$ cat config.mk
export PLATFORM = sky130hd
export DESIGN_NAME = fcmp_flags
export DESIGN_NICKNAME = d
export VERILOG_FILES = /design/src/rtl/fcmp_flags.sv
export SDC_FILE = /design/constraint.sdc
export NUM_CORES = 1
export LEC_CHECK = 0
export ABC_AREA = 1
export BUFFER_PORTS_ARGS = -buffer_cell sky130_fd_sc_hd__buf_2
export CAP_MARGIN = 30
export CORE_ASPECT_RATIO = 1.5
export CORE_UTILIZATION = 54
export CTS_CLUSTER_DIAMETER = 40
export DETAILED_ROUTE_END_ITERATION = 8
export PLACE_DENSITY_LB_ADDON = 0.05
export SYNTH_ARGS = -nofsm -noshare
export SYNTH_HDL_FRONTEND = slang
export SYNTH_SLANG_ARGS = --single-unit
$ cat constraint.sdc
create_clock -name clk -period 5.4 [get_ports clk]
set_input_delay 1.08 -clock clk [delete_from_list [all_inputs] [get_ports clk]]
set_output_delay 1.08 -clock clk [all_outputs]
set_load 0.01 [all_outputs]
$ cat src/rtl/fcmp_flags.sv
module fcmp_flags #(
  parameter int EXP_W = 8,
  parameter int MAN_W = 23
) (
  input  logic                     clk,
  input  logic                     rst,
  input  logic                     in_valid,
  input  logic [EXP_W+MAN_W:0]     op_a,
  input  logic [EXP_W+MAN_W:0]     op_b,
  input  logic                     ordered_mode,
  input  logic                     inv_mask,
  output logic                     out_valid,
  output logic                     zf,
  output logic                     pf,
  output logic                     cf,
  output logic                     of,
  output logic                     sf,
  output logic                     af,
  output logic                     flag_we,
  output logic                     invalid
);
  localparam int W = 1 + EXP_W + MAN_W;

  wire nan_a  = (&op_a[W-2:MAN_W]) & (|op_a[MAN_W-1:0]);
  wire nan_b  = (&op_b[W-2:MAN_W]) & (|op_b[MAN_W-1:0]);
  wire snan_a = nan_a & ~op_a[MAN_W-1];
  wire snan_b = nan_b & ~op_b[MAN_W-1];
  wire both_zero = ~|{op_a[W-2:0], op_b[W-2:0]};

  wire [W-1:0] key_a = op_a[W-1] ? ~op_a : (op_a ^ {1'b1, {(W-1){1'b0}}});
  wire [W-1:0] key_b = op_b[W-1] ? ~op_b : (op_b ^ {1'b1, {(W-1){1'b0}}});

  wire unord = nan_a | nan_b;
  wire equal = both_zero | (key_a == key_b);
  wire less  = ~equal & (key_a < key_b);
  wire raise = ordered_mode ? unord : (snan_a | snan_b);
  wire write = in_valid & ~(raise & ~inv_mask);

  logic [2:0] pattern;
  always_comb begin
    if (unord)      pattern = 3'b111;
    else if (equal) pattern = 3'b100;
    else if (less)  pattern = 3'b001;
    else            pattern = 3'b000;
  end

  always_ff @(posedge clk) begin
    if (rst) begin
      out_valid <= 1'b0;
      flag_we   <= 1'b0;
      invalid   <= 1'b0;
      {zf, pf, cf} <= 3'b000;
      {of, sf, af} <= 3'b000;
    end else begin
      out_valid <= in_valid;
      flag_we   <= write;
      invalid   <= in_valid & raise;
      if (write) begin
        {zf, pf, cf} <= pattern;
        {of, sf, af} <= 3'b000;
      end
    end
  end
endmodule

=== Word-level counts from Yosys, hierarchy flattened ===
Index checks and enable logic that the tools add are counted.

* Register bits: 6
* Bits in writable memories: 0
* ROM bits: 0
* Output and inout bits: 9
* Bits of input ports: 69
* Logic and storage cells: 40
* Latch bits: 0
* Memories: 0

* Multiply operators: 0
* Eq/ne operators: 1
* Reduce and logical (&&, ||, !) cells: 6
* Add/sub/neg operators: 0
* Shift-type cells: 0
* Divide/modulo/power cells: 0
* Magnitude comparators: 1
* Bitwise gates (word level): 20
* Mux-type cells: 6

{| class="wikitable"
|+ Operators by type and width
! cell !! count
|-
| $mux W32 || 2
|-
| $not A32 Y32 || 2
|-
| $reduce_or A62 Y1 || 1
|-
| $reduce_or A23 Y1 || 2
|-
| $eq A32 B32 Y1 || 1
|-
| $lt A32 B32 Y1 || 1
|-
| $reduce_and A8 Y1 || 2
|-
| $and A1 B1 Y1 || 8
|-
| $not A1 Y1 || 7
|-
| $mux W3 || 2
|-
| $or A1 B1 Y1 || 3
|-
| $mux W1 || 2
|-
| $logic_not A1 Y1 || 1
|}

=== Depth between registers and ports, before layout ===
Gate-level depths: netlist of run 1.

* Depth in word-level cells: 9
* Mapped depth: 17
* Depth with buffers taken out: 15

=== Least setup slack after synthesis of run 1 ===
OpenSTA, ideal clock, no wires.

* Kind: in2reg
* Start point: input port op_a[31]
* End point: register cf
* Required time: 5.336 ns
* Buffers on the path: 2
* Slack: 2.644 ns
* Library setup time: 0.064 ns
* Cell stages on the path: 14
* Arrival time: 2.692 ns
* Cell sequence: clkbuf_1 -> buf_2 -> xor2_1 -> ha_1 -> nand2_1 -> nor2_1 -> and2_1 -> nand2_1 -> nor2_1 -> a21oi_1 -> nand3_1 -> nand2_1 -> nor2_1 -> nor2_1

* Cells in the longest elaborated chain, start to end: 9
* Elaborated cells between the ends (all ways): 11
* Classes of those cells: 1 x order compare; 1 x eq/ne; 4 x mux; 5 x bitwise

{| class="wikitable"
|+ Ends and longest elaborated chain
! item !! RTL line !! text
|-
| start, declared || 8 || <nowiki>input logic [EXP_W+MAN_W:0] op_a,</nowiki>
|-
| $not A1 Y1 (no source line) / $not A32 Y32 (equally long branches) || -- ||
|-
| $mux W32 * || 30 || <nowiki>wire [W-1:0] key_a = op_a[W-1] ? ~op_a : (op_a ^ {1'b1, {(W-1){1'b0}}});</nowiki>
|-
| branches (longest 5 deep; another with $lt A32 B32 Y1) || -- ||
|-
| $mux W3 * || 42 || <nowiki>else if (equal) pattern = 3'b100;</nowiki>
|-
| $mux W3 * || 41 || <nowiki>if (unord) pattern = 3'b111;</nowiki>
|-
| end signal, assigned || 59 || <nowiki>{zf, pf, cf} <= pattern;</nowiki>
|-
| end, declared || 15 || <nowiki>output logic cf,</nowiki>
|}

Every way passes the cells marked *.
A chain may end at the register's enable or synchronous reset.

=== Worst setup path after layout of run 1 ===
* Start point: input port op_b[31]
* End point: register cf

* Cells in the longest elaborated chain, start to end: 9
* Elaborated cells between the ends (all ways): 11
* Classes of those cells: 1 x order compare; 1 x eq/ne; 4 x mux; 5 x bitwise

{| class="wikitable"
|+ Ends and longest elaborated chain
! item !! RTL line !! text
|-
| start, declared || 9 || <nowiki>input logic [EXP_W+MAN_W:0] op_b,</nowiki>
|-
| $not A1 Y1 (no source line) / $not A32 Y32 (equally long branches) || -- ||
|-
| $mux W32 * || 31 || <nowiki>wire [W-1:0] key_b = op_b[W-1] ? ~op_b : (op_b ^ {1'b1, {(W-1){1'b0}}});</nowiki>
|-
| branches (longest 5 deep; another with $lt A32 B32 Y1) || -- ||
|-
| $mux W3 * || 42 ||
|-
| $mux W3 * || 41 ||
|}

Marks and branches as above.

==> flow_summary.toml, run 1 <==
[route]
viasPerCell = 4.99
drc_errors = 0
wl_um = 4410
wl_per_cell_um = 10.7
drtAntennaViolNets = 0
dr.pass1.iters = 4
drt_iter0_drc = 30
vias = 2064

[sta]
min_period_ns = 3.00
slew_violations = 0
tns_ns = 0
period_share = 0.555
clock_skew_ns = 0
grt_setup_unrepaired = "false"
finalSetupViolations = 0
worst_slew_pin_slew_ns = 0.898
timing.fmax_mhz = 334
slew-limit-headroom = 0.402
hold_viol = 0

[yosys]
postSynth.asyncResetShare = 0
syn-cell-area_um2 = 1980
synth_warnings = 0
synth.distinct_cells = 26
ys_ff_latch = 6
syn_area_per_cell_um2 = 6.53
yosysSeqAreaShare = 0.0605
synth_cells = 304
ys.flop_type = "dfxtp_1"
synth_top_area_share = 0.202
synth.most_common_cell = "nand2_1"
synth.area.top_cells = "ha_1, xnor2_1, xor2_1"
synth_common_cells = "nand2_1, nor2_1, ha_1, xnor2_1, xor2_1"
synth_top_area_cell = "ha_1"
synth_edf_count = 0

[pwr]
total_power_uw = 323
p_per_area_nw_per_um2 = 135
ir_worst_vdd_mv = 0.167
power.leakage_uw = 0.00121

[layout]
diodes = 0
syn_to_final_growth_pct = 20.7
nets = 475
final_cells = 414
fill_cells = 350
final_area_um2 = 2400
drive_gt1_frac = 0.255

[cts]
cts.clk_slew.worst_paths_ns = 0.04
cts_root_buf = "clkbuf_8"
ctsHtreeMaxLevel = 1
numCtsBuffers = 3
cts-resized-gates = 0
hold_buffers = 0
cts_tree = "done"
clock_path_buffers = 2
clk_latency_ns = 0.22
cts_num_sinks = 6
post_cts_buffers = 0

[setup_path]
cp_num_buf_inv = 1
crit_path_max_incr_delay_ns = 0.68
crit_path_max_fanout = 32
crit_arrival_ns = 3.11
crit_required_ns = 5.52
startpoint_type = "input pin"
path_class = "input pin to flop"
cp_slowest_cell = "buf_2"
path_common_cell = "nor2_1"
end_kind = "flop"
cp_cell_sequence = "buf_2 > xnor2_1 > ha_1 > nand2_1 > nor2_1 > and2_1 > nand2_1 > nor2_1 > a21oi_1 > nand3_1 > nand2_1 > nor2_1 > nor2_1"
crit_family = "simple AND/OR/NAND/NOR gates"

[worst_hold_path]
min_path_type = "flop to flop"

[grt]
grt_pass1_vias = 1980
grt_busiest_layer = "met2"
overflow = 0
grt_pass1_wl_um = 7710
grt_max_degree = 33
grt_usage = 0.244
grtUsageMet1 = 0.273
grt_use_met3 = 0.0220
use_met2 = 0.470
antenna_found_initial = 0

[run]
maxCapViolations = 0

[die]
io_pins = 78
fp.dieW_um = 51.5
start_util = 0.575
core_um2 = 3450
dieArea_um2 = 3930
die_height_um = 76.2
rows = 26

[placed_design]
hpwlAfterDp_um = 3750
dp.cells = 411
dpl-instance-area_um2 = 2350
place_congestion = 0.808
io_buffers = 74

[status]
outcome = "completed"
through the flow:
stage | utilization | hold slack [ns] | setup slack [ns]
after floorplan | - | 0.533 | 2.64
after global placement | 0.683 | 0.507 | 2.19
after detailed placement | 0.683 | 0.508 | 2.14
after CTS | 0.695 | 0.516 | 2.38
after global routing | 0.695 | 0.570 | 2.15
final | 0.695 | 0.513 | 2.40
cells in the final DEF (no fill, tap or decap):
master,n
buf_2,74
nand2_1,62
nor2_1,55
ha_1,32
xnor2_1,31
xor2_1,31
a21oi_1,18
inv_1,16
nor2_2,10
nand4_1,6
dfxtp_1,6
nand3_1,5
nand3_2,4
o21a_1,3
conb_1,3
clkbuf_8,3
nand2_2,2
and2_1,2
o21ai_0,2
o21ai_1,2
inv_2,1
and3_1,1
or2_1,1
nand2_4,1
o21bai_1,1
routing by layer:
layer	wire length [um]	share of wire
met3	147	0.033
met4	54	0.012
met2	2310	0.52
met1	1900	0.43
met5	0	0
kinds of logic (layout without fill, tap and decap cells):
logic type	after synthesis	count (layout)	share of synthesized area
AND/OR/NAND/NOR	149	149	0.329
buffers and inverters	28	94	0.0624
other	1	3	0.00189
AO/OA/AOI/OAI	26	26	0.0706
adder cells (fa/ha/maj)	32	32	0.202
flip-flops	6	6	0.0605
XOR/XNOR	62	62	0.274
where the power goes:
| group | switching (uW) | internal [uW] | leakage [uW] |
|---|---|---|---|
| logic | 112 | 95.1 | 0.00114 |
| clock network | 19.6 | 47.9 | 0.0000216 |
| registers | 0.939 | 47.3 | 0.0000496 |
registers in the layout, indices dropped and copies added (netlist names):
signal     count
pf             1
cf             1
invalid        1
out_valid      1
zf             1
flag_we        1
tightest hold or removal path: stages (launching register included):
cell and delay [ns]:
dfxtp_1 0.30, inv_1 0.05, nand2_1 0.04, nand2_1 0.05
nor2_1 0.03
final timing paths:
kind | startpoint | endpoint | slack (ns) | cells after the start
worst max-delay path | op_b[31] | cf | 2.40 | 13
worst min-delay path | cf | cf | 0.51 | 4
worst max register to register | zf | zf | 4.79 | 4
worst min register to register | cf | cf | 0.51 | 4
cell type report:
type                       instances  area [um2]  share of cell area
multi-input combinational        272        1750               0.730
clock buffer                       3        41.3              0.0172
tap                               42        52.6              0.0219
sequential                         6         120              0.0501
inverter                          17        63.8              0.0266
timing repair buffer              74         370               0.155
Note: power is estimated with default switching activity, not from simulation.
==> run 2: changes to the inputs <==
--- a/config.mk
+++ b/config.mk
@@ -9,7 +9,7 @@
 export BUFFER_PORTS_ARGS = -buffer_cell sky130_fd_sc_hd__buf_2
 export CAP_MARGIN = 30
 export CORE_ASPECT_RATIO = 1.5
-export CORE_UTILIZATION = 54
+export CORE_UTILIZATION = 45
 export CTS_CLUSTER_DIAMETER = 40
 export DETAILED_ROUTE_END_ITERATION = 8
 export PLACE_DENSITY_LB_ADDON = 0.05
==> constraint.sdc (replaced) <==
create_clock -name clk -period 2.45 [get_ports clk]
set_input_delay 0.49 -clock clk [delete_from_list [all_inputs] [get_ports clk]]
set_output_delay 0.49 -clock clk [all_outputs]
set_load 0.01 [all_outputs]
==> run 2 against run 1 <==
Wire length is 2.1% higher. Combinational power increased by 120%. Register-to-register slack lost 3.0 ns. Largest power group unchanged.
==> flow_summary.toml, run 2 (synthesis results as in run 1) <==
[status]
outcome = "completed"

[cts]
cts_tree = "done"
hold_buffers = 0
cts_num_sinks = 6
clock_path_buffers = 2
cts.clk_slew.worst_paths_ns = 0.04
post_cts_buffers = 0
clk_latency_ns = 0.22
numCtsBuffers = 3
cts-resized-gates = 0
cts_root_buf = "clkbuf_8"
ctsHtreeMaxLevel = 1

[route]
vias = 2055
dr.pass1.iters = 4
drt_iter0_drc = 33
wl_per_cell_um = 10.7
drtAntennaViolNets = 0
drc_errors = 0
wl_um = 4500
viasPerCell = 4.89

[setup_path]
startpoint_type = "input pin"
cp_slowest_cell = "ha_1"
crit_path_max_fanout = 32
crit_required_ns = 2.56
setup.worst_path.start = "op_a[31]"
r2r_slack_ns = 1.84
r2r-end = "pf"
path_class = "input pin to flop"
cp_cell_sequence = "buf_2 > buf_12 > xor2_1 > ha_1 > nand2_1 > nor2_1 > and2_1 > nand3_1 > nor2_1 > a21oi_1 > nand3_1 > nand2_1 > nor2_1 > nor2_1"
end_kind = "flop"
path_common_cell = "nor2_1"
crit_arrival_ns = 2.17
worstRegToRegCells = 4
reg2reg_from = "pf"
crit_path_max_incr_delay_ns = 0.30

[pwr]
power.switching_uw = 288
pwr-share-seq = 0.149
total_power_uw = 714
power.leakage_uw = 0.00123
ir_worst_vdd_mv = 0.540
clkPwrFrac = 0.203
p_int_uw = 426
p_per_area_nw_per_um2 = 292
swShare = 0.403
comb_power_share = 0.648

[layout]
diodes = 0
most-common-layout-cells = "buf_2, nand2_1, nor2_1, ha_1"
nets = 477
fill_cells = 463
syn_to_final_growth_pct = 23.0
drive_gt1_frac = 0.259
final_common_cell = "buf_2"
final_util = 0.575

[grt]
overflow = 0
use_met2 = 0.397
antenna_found_initial = 0
grt_usage = 0.199
grt_pass1_wl_um = 7810
grt_use_met3 = 0.0109
grt_pass1_vias = 1969
grt_busiest_layer = "met2"
grtUsageMet1 = 0.221
grt_max_degree = 33

[sta]
hold_viol = 0
grt_setup_unrepaired = "false"
finalSetupViolations = 0
timing.fmax_mhz = 487
clock_skew_ns = 0
slew_violations = 0
min_period_ns = 2.05
tns_ns = 0
period_share = 0.838

[worst_hold_path]
hold-path-endpoint = "out_valid"
hp-start = "rst"
min_path_type = "input pin to flop"
min_path_cells = 2

[die]
fp.dieW_um = 56.2
core_um2 = 4250
start_util = 0.467
dieArea_um2 = 4680
io_pins = 78
rows = 29
die_height_um = 83.3

[placed_design]
hpwlAfterDp_um = 3880
place_congestion = 0.779
io_buffers = 74

[run]
maxCapViolations = 0
==> run 2: final cells by class <==
class / count / area (um2) / area share
clock buffers: 3 / 41.3 / 0.0169
flip-flops and latches: 6 / 120 / 0.0492
repair buffers: 76 / 410 / 0.168
inverters: 17 / 63.8 / 0.0261
well taps: 46 / 57.6 / 0.0236
multi-input cells: 272 / 1750 / 0.716
==> run 2: per-layer routing <==
| layer | share of wire | up-vias |
|---|---|---|
| li1 | - | 1108 |
| met1 | 0.44 | 880 |
| met2 | 0.51 | 63 |
| met3 | 0.040 | 4 |
| met4 | 0.0096 | 0 |
| met5 | 0 | - |
==> run 2: worst max path at each step <==
stage | to | slack (ns)
2_1_floorplan | cf | 0.28
3_3_place_gp | cf | 0.20
6_report | cf | 0.40
4_1_cts | cf | 0.40
3_5_place_dp | cf | 0.17
5_1_grt | cf | 0.23
==> run 2: worst max-delay path, delay by kind of cell <==
kind                       cells  cell delay, ns
xor gates and xnor gates       1            0.18
and+or+nand+nor                9            0.83
buffers and inverters          2            0.29
adders and majority gates      1            0.30
AOI/OAI and AO/OA              1            0.06
==> run 2: metrics by stage <==
step | setup slack, ns | std cells | cell area, um2 | hold WS, ns
3_5_place_dp | 0.168 | 417 | 2400 | 0.510
5_1_grt | 0.227 | 420 | 2440 | 0.478
4_1_cts | 0.399 | 420 | 2440 | 0.474
6_report | 0.397 | 420 | 2440 | 0.475
2_1_floorplan | 0.284 | 306 | 1990 | 0.533
3_3_place_gp | 0.203 | 417 | 2400 | 0.503
==> run 2: power by group through the flow <==
stage	sequential [uW]	clock, uW	combinational (uW)
floorplan	111	0	313
global route	108	158	532
global placement	108	0	462
detailed placement	108	0	465
CTS	107	151	468
finish	107	145	463
==> run 3: changes to the inputs <==
==> constraint.sdc (replaced) <==
create_clock -name clk -period 1.8 [get_ports clk]
set_input_delay 0.36 -clock clk [delete_from_list [all_inputs] [get_ports clk]]
set_output_delay 0.36 -clock clk [all_outputs]
set_load 0.01 [all_outputs]
==> run 3 against run 2 <==
Combinational power is 68% higher. Clock skew stayed put. Register-to-register slack worse by 0.64 ns. Utilization is 11 points higher. Clock power is 36% higher. Worst hold slack worse by 0.14 ns. Sequential cell count stayed put. Cell count is 8.1% higher. Critical path type unchanged. Largest power group unchanged. Highest routed layer unchanged.
==> flow_summary.toml, run 3 (synthesis results as in run 1) <==
[worst_hold_path]
hold-path-endpoint = "out_valid"
min_path_cells = 2
min_path_type = "input pin to flop"
hp-start = "rst"

[status]
outcome = "completed"

[setup_path]
crit_path_max_fanout = 8
r2r_slack_ns = 1.20
crit_required_ns = 1.91
cp_cell_sequence = "buf_6 > clkbuf_16 > buf_6 > xnor2_2 > ha_1 > nand4_1 > nor2_1 > nand2_2 > nor2_4 > a21oi_2 > nand3_1 > nand2_1 > nor2_1 > nor2_1"
path_common_cell = "nor2_1"
path_class = "input pin to flop"
end_kind = "flop"
reg2reg_from = "cf"
cp_slowest_cell = "ha_1"
cp_num_buf_inv = 3
startpoint_type = "input pin"
r2r-end = "cf"
crit_arrival_ns = 1.89
crit_path_max_incr_delay_ns = 0.27
crit_family = "simple AND/OR/NAND/NOR gates"
worstRegToRegCells = 4

[route]
viasPerCell = 4.79
dr.pass1.iters = 4
wl_um = 5190
drtAntennaViolNets = 0
drc_errors = 0
wl_per_cell_um = 11.4
drt_iter0_drc = 33
vias = 2173

[sta]
grt_setup_unrepaired = "true"
slew_violations = 0
clock_skew_ns = 0
finalSetupViolations = 0
min_period_ns = 1.78
timing.fmax_mhz = 563
period_share = 0.987
tns_ns = 0
hold_viol = 0

[die]
fp.dieW_um = 56.2
dieArea_um2 = 4680
core_um2 = 4250
rows = 29
die_height_um = 83.3
start_util = 0.467
io_pins = 78

[layout]
nets = 511
multi_input_area_um2 = 1850
diodes = 0
final_common_cell = "buf_2"
syn_to_final_growth_pct = 46.3
fill_cells = 403
register_area_um2 = 120
final_cells = 454
drive_gt1_frac = 0.368
most-common-layout-cells = "buf_2, nand2_1, nor2_1, ha_1, xor2_1"

[cts]
cts.clk_slew.worst_paths_ns = 0.04
hold_buffers = 0
cts_num_sinks = 6
ctsHtreeMaxLevel = 1
clk_latency_ns = 0.22
cts_tree = "done"
numCtsBuffers = 3
cts_root_buf = "clkbuf_8"
clock_path_buffers = 2

[pwr]
power.switching_uw = 448
power.leakage_uw = 0.00146
comb_power_share = 0.695
clkPwrFrac = 0.176
swShare = 0.400
ir_worst_vdd_mv = 0.571
p_int_uw = 673
p_per_area_nw_per_um2 = 386
pwr-share-seq = 0.129

[grt]
antenna_found_initial = 0
grt_max_degree = 18
grt_pass1_vias = 2104
grt_pass1_wl_um = 8550
grt_usage = 0.220
overflow = 0

[run]
maxCapViolations = 0

[placed_design]
dp.cells = 447
io_buffers = 74
place_congestion = 0.802
hpwlAfterDp_um = 4420
==> run 3: routing by layer <==
layer	GRT usage	wire, um
met1	0.252	2220
met2	0.450	2820
met3	0.0125	143
met4	0.0133	14
met5	0	0
==> run 3: per-stage QoR <==
step | area, um2 | power [uW] | worst slack, ns | utilization | hold slack [ns]
CTS | 2740 | 1070 | -0.0154 | 0.645 | 0.333
global route | 2900 | 1240 | -0.110 | 0.684 | 0.346
finish | 2900 | 1120 | 0.0227 | 0.684 | 0.335
detailed placement | 2650 | 849 | -0.292 | 0.624 | 0.512
floorplan | 2060 | 597 | -0.100 | - | 0.450
global placement | 2650 | 838 | -0.258 | 0.624 | 0.503
==> run 3: cell type report <==
type | count | share of cell area
clock buffers | 3 | 0.0142
inverters | 17 | 0.0220
multi-input cells | 272 | 0.638
flip-flops and latches | 6 | 0.0414
well taps | 46 | 0.0198
repair buffers | 110 | 0.265
==> run 3: worst max-delay path by stage <==
stage | cells past startpoint | start | endpoint
2_1_floorplan | 14 | op_a[31] | cf
3_3_place_gp | 15 | op_a[31] | cf
3_5_place_dp | 14 | op_a[31] | cf
4_1_cts | 14 | op_b[31] | cf
5_1_grt | 17 | op_a[31] | cf
6_report | 14 | op_b[31] | cf
==> run 3: repair_timing <==
item,4_1_cts,5_1_grt
buffers inserted,0,2
gates resized for setup,7,29
endpoints found under the setup margin,2,2
pin swaps,8,16
gates cloned,1,1
==> run 3: power groups by stage <==
stage | Sequential (uW) | Combinational, uW | Clock, uW
after floorplan | 151 | 446 | 0
after global placement | 147 | 691 | 0
after detailed placement | 147 | 702 | 0
after CTS | 145 | 721 | 201
after global routing | 146 | 884 | 211
final | 145 | 779 | 197
